[src/rtl/pfbd_pkg.sv]
package pfbd_pkg;

  typedef enum logic [2:0] {
    ST_BUS_RESET = 3'd0,
    ST_STANDBY   = 3'd1,
    ST_OUT_DIS   = 3'd2,
    ST_RD_ASYNC  = 3'd3,
    ST_RD_SYNC   = 3'd4,
    ST_WRITE     = 3'd5,
    ST_CONFLICT  = 3'd6
  } bus_state_e;

  typedef struct packed {
    logic rst_n;
    logic ce_n;
    logic oe_n;
    logic we_n;
    logic adv_n;
    logic bclk;
  } bus_ctl_t;

  // Idle pin image: bus held in reset, strobes inactive, bus clock low.
  localparam bus_ctl_t CTL_IDLE = '{rst_n: 1'b0, ce_n: 1'b1, oe_n: 1'b1,
                                    we_n: 1'b1, adv_n: 1'b1, bclk: 1'b0};

endpackage

[src/rtl/pfbd_sync.sv]
module pfbd_sync #(
  parameter int           W      = 1,
  parameter int           STAGES = 2,
  parameter logic [W-1:0] INIT   = '0
) (
  input  logic         clk,
  input  logic         rst,
  input  logic [W-1:0] d,
  output logic [W-1:0] q
);

  logic [STAGES-1:0][W-1:0] stg;

  always_ff @(posedge clk) begin
    if (rst) begin
      for (int i = 0; i < STAGES; i++) stg[i] <= INIT;
    end else begin
      stg[0] <= d;
      for (int i = 1; i < STAGES; i++) stg[i] <= stg[i-1];
    end
  end

  assign q = stg[STAGES-1];

endmodule

[src/rtl/pfbd_classify.sv]
module pfbd_classify
  import pfbd_pkg::*;
(
  input  logic       rst_n,
  input  logic       ce_n,
  input  logic       oe_n,
  input  logic       we_n,
  input  logic       sync_mode,
  output bus_state_e state
);

  // Priority: bus reset, chip deselect, strobe conflict, write, read, idle.
  always_comb begin
    if (!rst_n)             state = ST_BUS_RESET;
    else if (ce_n)          state = ST_STANDBY;
    else if (!oe_n && !we_n) state = ST_CONFLICT;
    else if (!we_n)         state = ST_WRITE;
    else if (!oe_n)         state = sync_mode ? ST_RD_SYNC : ST_RD_ASYNC;
    else                    state = ST_OUT_DIS;
  end

endmodule

[src/rtl/pfbd_addr_latch.sv]
module pfbd_addr_latch #(
  parameter int AW = 24
) (
  input  logic          clk,
  input  logic          rst,
  input  logic          sync_mode,
  input  logic          rst_n_s,
  input  logic          ce_n_s,
  input  logic          we_n_s,
  input  logic          adv_n_s,
  input  logic          adv_n_p,
  input  logic          bclk_s,
  input  logic          bclk_p,
  input  logic [AW-1:0] addr_s,
  input  logic [AW-1:0] addr_p,
  output logic [AW-1:0] addr_o
);

  logic          taken_q;
  logic [AW-1:0] addr_q;
  logic          gate_ok;
  logic          clk_evt;
  logic          adv_evt;

  assign gate_ok = rst_n_s && !ce_n_s && we_n_s;
  assign clk_evt = bclk_s && !bclk_p && !adv_n_s;
  assign adv_evt = adv_n_s && !adv_n_p;

  always_ff @(posedge clk) begin
    if (rst || !rst_n_s) begin
      addr_q  <= '0;
      taken_q <= 1'b0;
    end else if (!sync_mode) begin
      taken_q <= 1'b0;
      if (!adv_n_s) addr_q <= addr_s;
    end else begin
      if (adv_n_s) taken_q <= 1'b0;
      if (gate_ok && !taken_q) begin
        if (adv_evt) begin
          addr_q <= addr_p;
        end else if (clk_evt) begin
          addr_q  <= addr_s;
          taken_q <= 1'b1;
        end
      end
    end
  end

  assign addr_o = addr_q;

endmodule

[src/rtl/pfbd_wr_capture.sv]
module pfbd_wr_capture #(
  parameter int AW = 24,
  parameter int DW = 16
) (
  input  logic          clk,
  input  logic          rst,
  input  logic          rst_n_p,
  input  logic          ce_n_p,
  input  logic          oe_n_p,
  input  logic          we_n_p,
  input  logic          rst_n_s,
  input  logic          ce_n_s,
  input  logic          we_n_s,
  input  logic [AW-1:0] addr_p,
  input  logic [DW-1:0] dq_p,
  output logic          stb_o,
  output logic [AW-1:0] addr_o,
  output logic [DW-1:0] data_o
);

  logic          in_write_p;
  logic          closing;
  logic          stb_q;
  logic [AW-1:0] addr_q;
  logic [DW-1:0] data_q;

  assign in_write_p = rst_n_p && !ce_n_p && oe_n_p && !we_n_p;
  assign closing    = rst_n_s && (we_n_s || ce_n_s);

  always_ff @(posedge clk) begin
    if (rst) begin
      stb_q  <= 1'b0;
      addr_q <= '0;
      data_q <= '0;
    end else begin
      stb_q <= in_write_p && closing;
      if (in_write_p && closing) begin
        addr_q <= addr_p;
        data_q <= dq_p;
      end
    end
  end

  assign stb_o  = stb_q;
  assign addr_o = addr_q;
  assign data_o = data_q;

endmodule

[src/rtl/pflash_bus_decoder.sv]
module pflash_bus_decoder
  import pfbd_pkg::*;
#(
  parameter int   AW          = 24,
  parameter int   DW          = 16,
  parameter int   SYNC_STAGES = 2,
  parameter logic WAIT_IDLE   = 1'b0
) (
  input  logic          clk,
  input  logic          rst,
  input  logic          sync_mode_i,
  input  logic          bus_rst_n_i,
  input  logic          bus_ce_n_i,
  input  logic          bus_oe_n_i,
  input  logic          bus_we_n_i,
  input  logic          bus_adv_n_i,
  input  logic          bus_clk_i,
  input  logic [AW-1:0] bus_addr_i,
  input  logic [DW-1:0] bus_dq_i,
  input  logic [DW-1:0] rd_data_i,
  input  logic          wait_i,
  output logic [DW-1:0] dq_o,
  output logic          dq_oe_o,
  output logic          wait_o,
  output logic          wait_oe_o,
  output logic [AW-1:0] addr_o,
  output logic          wr_stb_o,
  output logic [AW-1:0] wr_addr_o,
  output logic [DW-1:0] wr_data_o,
  output logic [2:0]    state_o,
  output logic          conflict_err_o
);

  localparam int CW = $bits(bus_ctl_t);

  bus_ctl_t      ctl_raw, ctl_s, ctl_p;
  logic [AW-1:0] addr_s, addr_p;
  logic [DW-1:0] dq_s, dq_p;
  bus_state_e    state_d;
  logic          read_d;

  assign ctl_raw = '{rst_n: bus_rst_n_i, ce_n: bus_ce_n_i, oe_n: bus_oe_n_i,
                     we_n: bus_we_n_i, adv_n: bus_adv_n_i, bclk: bus_clk_i};

  pfbd_sync #(.W(CW), .STAGES(SYNC_STAGES), .INIT(CTL_IDLE)) u_sync_ctl (
    .clk(clk), .rst(rst), .d(ctl_raw), .q(ctl_s)
  );
  pfbd_sync #(.W(AW), .STAGES(SYNC_STAGES), .INIT('0)) u_sync_addr (
    .clk(clk), .rst(rst), .d(bus_addr_i), .q(addr_s)
  );
  pfbd_sync #(.W(DW), .STAGES(SYNC_STAGES), .INIT('0)) u_sync_dq (
    .clk(clk), .rst(rst), .d(bus_dq_i), .q(dq_s)
  );

  // One-cycle history of the synchronized samples for edge detection.
  always_ff @(posedge clk) begin
    if (rst) begin
      ctl_p  <= CTL_IDLE;
      addr_p <= '0;
      dq_p   <= '0;
    end else begin
      ctl_p  <= ctl_s;
      addr_p <= addr_s;
      dq_p   <= dq_s;
    end
  end

  pfbd_classify u_classify (
    .rst_n(ctl_s.rst_n), .ce_n(ctl_s.ce_n), .oe_n(ctl_s.oe_n),
    .we_n(ctl_s.we_n), .sync_mode(sync_mode_i), .state(state_d)
  );

  pfbd_addr_latch #(.AW(AW)) u_addr_latch (
    .clk(clk), .rst(rst), .sync_mode(sync_mode_i),
    .rst_n_s(ctl_s.rst_n), .ce_n_s(ctl_s.ce_n), .we_n_s(ctl_s.we_n),
    .adv_n_s(ctl_s.adv_n), .adv_n_p(ctl_p.adv_n),
    .bclk_s(ctl_s.bclk), .bclk_p(ctl_p.bclk),
    .addr_s(addr_s), .addr_p(addr_p), .addr_o(addr_o)
  );

  pfbd_wr_capture #(.AW(AW), .DW(DW)) u_wr_capture (
    .clk(clk), .rst(rst),
    .rst_n_p(ctl_p.rst_n), .ce_n_p(ctl_p.ce_n), .oe_n_p(ctl_p.oe_n),
    .we_n_p(ctl_p.we_n), .rst_n_s(ctl_s.rst_n), .ce_n_s(ctl_s.ce_n),
    .we_n_s(ctl_s.we_n), .addr_p(addr_p), .dq_p(dq_p),
    .stb_o(wr_stb_o), .addr_o(wr_addr_o), .data_o(wr_data_o)
  );

  assign read_d = (state_d == ST_RD_ASYNC) || (state_d == ST_RD_SYNC);

  // Registered pin-side outputs.
  always_ff @(posedge clk) begin
    if (rst) begin
      state_o        <= ST_BUS_RESET;
      dq_oe_o        <= 1'b0;
      dq_o           <= '0;
      wait_oe_o      <= 1'b0;
      wait_o         <= WAIT_IDLE;
      conflict_err_o <= 1'b0;
    end else begin
      state_o   <= state_d;
      dq_oe_o   <= read_d;
      dq_o      <= read_d ? rd_data_i : '0;
      wait_oe_o <= read_d;
      wait_o    <= (state_d == ST_RD_SYNC) ? wait_i : WAIT_IDLE;
      if (state_d == ST_CONFLICT) conflict_err_o <= 1'b1;
    end
  end

endmodule

[config.mk]
export PLATFORM = sky130hd
export DESIGN_NAME = pflash_bus_decoder
export DESIGN_NICKNAME = d
export VERILOG_FILES = /design/src/rtl/pfbd_pkg.sv /design/src/rtl/pfbd_sync.sv /design/src/rtl/pfbd_classify.sv /design/src/rtl/pfbd_addr_latch.sv /design/src/rtl/pfbd_wr_capture.sv /design/src/rtl/pflash_bus_decoder.sv
export SDC_FILE = /design/constraint.sdc
export NUM_CORES = 1
export LEC_CHECK = 0
export ABC_CLOCK_PERIOD_IN_PS = 2230
export BUFFER_PORTS_ARGS = -buffer_cell sky130_fd_sc_hd__buf_4
export CELL_PAD_IN_SITES_DETAIL_PLACEMENT = 0
export CELL_PAD_IN_SITES_GLOBAL_PLACEMENT = 1
export CORE_MARGIN = 2
export CORE_UTILIZATION = 25
export DETAILED_ROUTE_END_ITERATION = 8
export GPL_ROUTABILITY_DRIVEN = 0
export HOLD_SLACK_MARGIN = 0.02
export MAX_ROUTING_LAYER = met4
export PLACE_DENSITY_LB_ADDON = 0.2
export SLEW_MARGIN = 40
export SYNTH_ARGS = -nofsm -noshare
export SYNTH_HDL_FRONTEND = slang
export SYNTH_SLANG_ARGS = --single-unit
[constraint.sdc]
create_clock -name clk -period 2.23 [get_ports clk]
set_clock_uncertainty 0.05 [all_clocks]
set_input_delay 0.446 -clock clk [delete_from_list [all_inputs] [get_ports clk]]
set_output_delay 0.446 -clock clk [all_outputs]
set_load 0.01 [all_outputs]
==> summary.txt, run 1 <==
Detailed routing
  – Drt drc: 0
  – DR vias: roughly 4600
  – WL/cell: around 14 µm
  – TritonRoute pass-1 iters: 4
  – ANT nets after route: 0
  – Final wirelength: 16300 µm
  – Vias/cell: 3.86
  – Detailed Route Iter0 Violations: between 150 and 200

Synthesis
  – Post-synthesis simple-gate area fraction: 0.201
  – Post-synthesis mux area share: 0.0341
  – Unique masters post-synth: 29
  – Cell with the most instances after synthesis: dfxtp_1
  – Part of the Yosys area used for sequential elements: 0.643
  – Post-synth EDFFs: 0
  – Area share of the leading cell type in the synthesized netlist: 0.643
  – Synthesized instance count: 650
  – Largest family of logic cells by synthesized area: simple AND/OR/NAND/NOR gates
  – Post-Synth Adder-Cell Area: 0
  – Top cells by area, synth: dfxtp_1, nor2b_1, nand2_1
  – Xor/xnor cell area share of the yosys netlist: 0
  – Synth Area in Compound Gates: 0.0853
  – Post-synth top cells: dfxtp_1, nor2b_1, nand2_1
  – Syn nets: 716
  – Syn_area_per_cell: ~11 µm²
  – Synth Register Bits: around 230
  – Post-Syn Area: a little over 7000 µm²
  – Synth Flop Type: dfxtp_1
  – Post-synth ARST share: 0
  – Synth Warn #: 0
  – Area leader, netlist: dfxtp_1

CTS
  – Root Driver: clkbuf_16
  – Clock Latency Late Sink: 0.52 ns
  – Clk buf depth: 3
  – Post-CTS setup buffer count: 0
  – # hold bufs at CTS: 0
  – Post_cts resized: 0
  – H-tree Lvls: 1
  – Clock-pin transition on the worst setup and hold timing paths: around 0.06 ns
  – CTS tree: done
  – CTS Sinks: 226
  – CTS buffer count: 26

Pwr
  – Tot Pwr: between 0.008 and 0.009 W
  – Switching power: 0.00176 W
  – Sequential power share: 0.476
  – Lkg Pwr: 4.33 nW
  – Sw Share: 0.201
  – Clock power frac: 0.493
  – Cell Pwr Density: approximately 930 nW/µm²
  – Internal power: 0.00700 W
  – Logic pwr share: 0.031
  – Worst vdd ir: 483 µV

Critical path
  – CP endpoint kind: register
  – CP Max Fanout: 41
  – Top Family by Delay on Critical Path: simple AND/OR/NAND/NOR gates
  – Worst Setup EP: u_wr_capture.data_o[4]
  – R2r setup slk: 0.43 ns
  – Crit Path Category: register to register
  – CP arrival: approximately 2.1 ns
  – Register-to-Register Path Depth: 5
  – Critical path's largest stage delay: approximately 0.63 ns
  – Critical Path Stages: 5
  – Worst r2r src: u_sync_ctl.q[4]
  – Critical Path Source Type: register
  – Crit path launch: u_sync_ctl.q[4]
  – R2r endpoint: u_wr_capture.data_o[4]
  – CP bufs+invs: 1
  – Crit-path cells: nor2_1 -> or4_2 -> buf_4 -> nand2_1 -> a21oi_1
  – WP data required: 2.55 ns
  – Slowest cell on the critical path: or4_2

Floorplanning
  – Die Width: 172 µm
  – # IOs: between 150 and 200
  – Die area: between 20000 and 30000 µm²
  – Std-Cell Rows: 61
  – Die height: between 150 and 200 µm
  – Placeable Area: 27800 µm²
  – Starting Density: 0.253

Placement
  – Cell Area, Placed: about 8500 µm²
  – Buffers on Ports: between 150 and 200
  – Worst slack, placed: just over 0.4 ns
  – DP Wirelength: slightly below 10000 µm

Status
  – Status: finished clean

STA
  – Final Max Tran Viols: 0
  – Setup TNS: 0 ns
  – Final worst path period need: about 1.8 ns
  – RSZ-0062 raised after global routing: false
  – Fin crit share: 0.808
  – Peak Freq: 555 MHz
  – Least-Margin Pin Slew: between 0.7 and 0.8 ns
  – Final worst slack: ~0.43 ns
  – Rel. slew slack: 0.516
  – Final setup viols: 0
  – Fin. Hold Viols: 0

Global route
  – Vias in the first global route: 4505
  – Total grt overflow: 0
  – First-pass GRT wire length: 24900 µm
  – Largest net degree at the start of global routing: about 150
  – Initial antenna violation count: 0
  – Total track usage: 0.111

Final layout
  – Final #Nets: ~860
  – Layout cells sized above 1: 0.257
  – Area growth, synth to finish: 33.9%
  – Post-route cell area: approximately 9400 µm²
  – Ant diodes: 0
  – Post-Route Utilization: 0.339

Hold path
  – Hold_sp: bus_we_n_i
  – Min-Delay Path Class: input port to register

Run
  – Max-cap violations: 0
==> cell families (layout without fill, tap and decap cells) <==
logic type	Yosys count	after routing
AOI/OAI and AO/OA	93	93
and+or+nand+nor	260	260
DFF	226	226
muxes	24	24
buffers and inverters	47	214
==> metrics by stage <==
step / std cells / hold slack, ns
after floorplan: 650 / 0.333
after global placement: 1147 / 0.352
after detailed placement: 1147 / 0.346
after CTS: 1195 / 0.0373
after global routing: 1195 / 0.0456
final: 1195 / 0.0617
==> worst min path at each step <==
stage	cells after the start	slack, ns	endpoint
2_1_floorplan	1	0.33	u_sync_ctl.q[1]
3_3_place_gp	1	0.35	u_sync_ctl.q[3]
3_5_place_dp	1	0.35	u_sync_ctl.q[3]
4_1_cts	2	0.04	u_sync_ctl.stg[2]
5_1_grt	2	0.05	u_sync_ctl.stg[4]
6_report	2	0.06	u_sync_ctl.stg[2]
==> cell usage in the layout, fill, tap and decap left out, drive strengths merged, types with 16 or more instances in the layout <==
| cell | instances |
|---|---|
| o211a | 24 |
| clkbuf | 44 |
| a21oi | 42 |
| nand2 | 82 |
| mux2i | 24 |
| nor2b | 129 |
| o21ai | 24 |
| and2 | 16 |
| dfxtp | 226 |
| buf | 164 |
==> layer usage <==
metal,track usage,up-vias,part of all wire
met5,-,-,0
met4,0.0369,0,0.024
met3,0.0278,29,0.056
met2,0.166,111,0.45
met1,0.146,2073,0.47
li1,-,2395,-
==> sequential cells by signal, summed over array words and instances (netlist names) <==
| name | cells |
|---|---|
| addr_p | 24 |
| u_addr_latch.addr_o | 24 |
| u_sync_addr.q | 24 |
| u_sync_addr.stg | 24 |
| u_wr_capture.addr_o | 24 |
| dq_o | 16 |
| dq_p | 16 |
| u_sync_dq.q | 16 |
| u_sync_dq.stg | 16 |
| u_wr_capture.data_o | 16 |
| ctl_p | 6 |
| u_sync_ctl.q | 6 |
| u_sync_ctl.stg | 6 |
| state_o | 3 |
| conflict_err_o | 1 |
| u_addr_latch.taken_q | 1 |
| u_wr_capture.stb_o | 1 |
| wait_o | 1 |
| wait_oe_o | 1 |
==> power groups by stage <==
stage / logic [W] / registers [W] / clock network [W]
floorplan: 0.000147 / 0.00425 / 0
finish: 0.000270 / 0.00417 / 0.00433
global placement: 0.000279 / 0.00426 / 0
global route: 0.000302 / 0.00418 / 0.00466
CTS: 0.000280 / 0.00417 / 0.00449
detailed placement: 0.000278 / 0.00426 / 0
==> area by class of cell <==
cell class | instances | area, µm²
fill | 2893 | 18400
inverter | 2 | 7.51
tap | 378 | 473
timing repair buffer | 164 | 1260
sequential | 226 | 4520
clock buffer | 44 | 820
clock inverter | 4 | 70.1
multi-input combinational | 377 | 2270
Note: power is estimated with default switching activity, not from simulation.
==> run 2: changes to the inputs <==
ABC_CLOCK_PERIOD_IN_PS = 1700   (was 2230)
clock period = 1.7 ns   (was 2.23 ns; I/O delays follow)
==> run 2 against run 1 <==
Power is 30% higher. Highest routed layer unchanged. Sequential power grew 31%. Critical endpoint is now u_addr_latch.addr_o[5]. Hold slack worse by 0.027 ns.
==> summary.txt, run 2 (synthesized netlist as in run 1, its figures left out) <==
Critical path
  – WP data required: 2.06 ns (was 2.55 ns)
  – CP arrival: 1.94 ns (was 2.13 ns)
  – CP endpoint kind: register (unchanged)
  – Crit Path Category: register to register (unchanged)
  – Critical Path Source Type: register (unchanged)
  – CP Max Fanout: 24 (was 41)

Final layout
  – Most common cell after layout, fill and taps aside: dfxtp_1 (unchanged)
  – Finished Layout Cells: 1267 (was 1195)
  – Commonest cells after routing, fill and taps aside: dfxtp_1, buf_4, nor2b_1 (unchanged)
  – Seq. cell area: 4530 µm² (was 4520 µm²)
  – Multi-input gate area in the final layout: 2270 µm² (about the same)
  – Area growth, synth to finish: 44.6% (was 33.9%)
  – Final #Nets: 936 (was 863)
  – Fill count: 2842 (was 2893)
  – Post-route cell area: 10200 µm² (was 9420 µm²)
  – Layout cells sized above 1: 0.247 (was 0.257)

Pwr
  – Cell Pwr Density: 1120 nW/µm² (was 930 nW/µm²)
  – Lkg Pwr: 4.63 nW (was 4.33 nW)
  – Worst vdd ir: 524 µV (was 483 µV)
  – Tot Pwr: 0.0114 W (was 0.00877 W)

CTS
  – CTS buffer count: 26 (unchanged)
  – Clock Latency Late Sink: 0.52 ns (about the same)
  – CTS Sinks: 226 (unchanged)
  – Root Driver: clkbuf_16 (unchanged)
  – Clock-pin transition on the worst setup and hold timing paths: 0.06 ns (about the same)
  – H-tree Lvls: 1 (unchanged)
  – CTS tree: done (unchanged)
  – Clk buf depth: 3 (unchanged)

STA
  – Fin crit share: 0.931 (was 0.808)
  – Rel. slew slack: 0.621 (was 0.516)
  – Fin. Hold Viols: 0 (unchanged)
  – Final worst path period need: 1.58 ns (was 1.80 ns)
  – Final setup viols: 0 (unchanged)
  – Least-Margin Pin Slew: 0.569 ns (was 0.727 ns)
  – Worst hold slack: 0.0346 ns (was 0.0617 ns)
  – Peak Freq: 632 MHz (was 555 MHz)
  – RSZ-0062 raised after global routing: false (unchanged)
  – Final Max Tran Viols: 0 (unchanged)
  – Setup TNS: 0 ns (unchanged)

Placement
  – Placed Instances: 1153 (was 1147)
  – DP Wirelength: 10200 µm (was 9840 µm)
  – Buffers on Ports: 153 (unchanged)
  – Cell Area, Placed: 8610 µm² (was 8530 µm²)

Global route
  – Total grt overflow: 0 (unchanged)
  – Most Crowded Layer GR: met2 (unchanged)
  – Global Route met3 Usage: 0.0251 (was 0.0278)
  – First-pass GRT wire length: 26200 µm (was 24900 µm)
  – Largest net degree at the start of global routing: 122 (was 152)
  – Total track usage: 0.116 (was 0.111)
  – Met2 Usage GRT: 0.176 (was 0.166)
  – Vias in the first global route: 4879 (was 4505)
  – Met1 Track Usage GR: 0.153 (was 0.146)
  – Initial antenna violation count: 1 (was 0)

Hold path
  – Min-Delay Path Class: input port to register (unchanged)

Detailed routing
  – DR vias: 4968 (was 4608)
  – Vias/cell: 3.92 (was 3.86)
  – Drt drc: 0 (unchanged)
  – ANT nets after route: 0 (unchanged)
  – Detailed Route Iter0 Violations: 210 (was 156)
  – Final wirelength: 17000 µm (was 16300 µm)
  – WL/cell: 13.4 µm (was 13.7 µm)
  – TritonRoute pass-1 iters: 4 (unchanged)

Run
  – Max-cap violations: 0 (unchanged)

Floorplanning
  – # IOs: 154 (unchanged)
  – Die Width: 172 µm (unchanged)
  – Die height: 172 µm (unchanged)
  – Die area: 29500 µm² (unchanged)
  – Std-Cell Rows: 61 (unchanged)
  – Placeable Area: 27800 µm² (unchanged)
  – Starting Density: 0.253 (unchanged)

Status
  – Status: finished clean (unchanged)
[run 2: what timing repair did]
item / 4_1_cts / 5_1_grt
endpoints found under the hold margin: 62 / 0
buffers inserted: 0 / 4
hold buffers: 62 / 0
setup endpoints to repair: 55 / 51
resized for setup: 3 / 5
cloned: 0 / 1
[run 2: path summary, 6_finish.rpt]
kind | startpoint | end | slack, ns | cells after the start
min | bus_addr_i[7] | u_sync_addr.stg[7] | 0.03 | 2
max | u_sync_ctl.q[4] | u_addr_latch.addr_o[5] | 0.12 | 5
min reg2reg | u_sync_ctl.stg[3] | u_sync_ctl.q[3] | 0.38 | 1
max reg2reg | u_sync_ctl.q[4] | u_addr_latch.addr_o[5] | 0.12 | 5
[run 2: critical path, cell delays in order, from the launching register on]
cell	delay, ns
dfxtp_2	0.34
and2b_1	0.25
o2111a_2	0.23
buf_4	0.30
o21ai_0	0.17
o211a_1	0.14
[run 2: area by class of cell]
cell class	count	share of cell area
Clock buffer	40	0.0751
Clock inverter	5	0.00787
Antenna cell	2	0.000492
Timing Repair Buffer	237	0.201
Tap cell	378	0.0465
Inverter	2	0.000738
Multi-Input combinational cell	377	0.223
Sequential cell	226	0.445
[run 2: metrics by stage]
step                      setup WS, ns   util
after detailed placement       -0.0436  0.310
final                            0.117  0.366
after floorplan                  0.136      -
after global routing            0.0267  0.366
after CTS                      -0.0145  0.363
after global placement          0.0149  0.310
[run 2: where the power goes]
group	internal [W]	switching, W	total (W)
clock	0.00337	0.00210	0.00547
sequential	0.00543	0.0000418	0.00547
combinational	0.000304	0.000182	0.000486
[run 2: metal layers]
metal  up-vias  wire [µm]
li1       2538          -
met1      2287       8160
met2       113       7540
met3        30        813
met4         0        485
met5         -          0
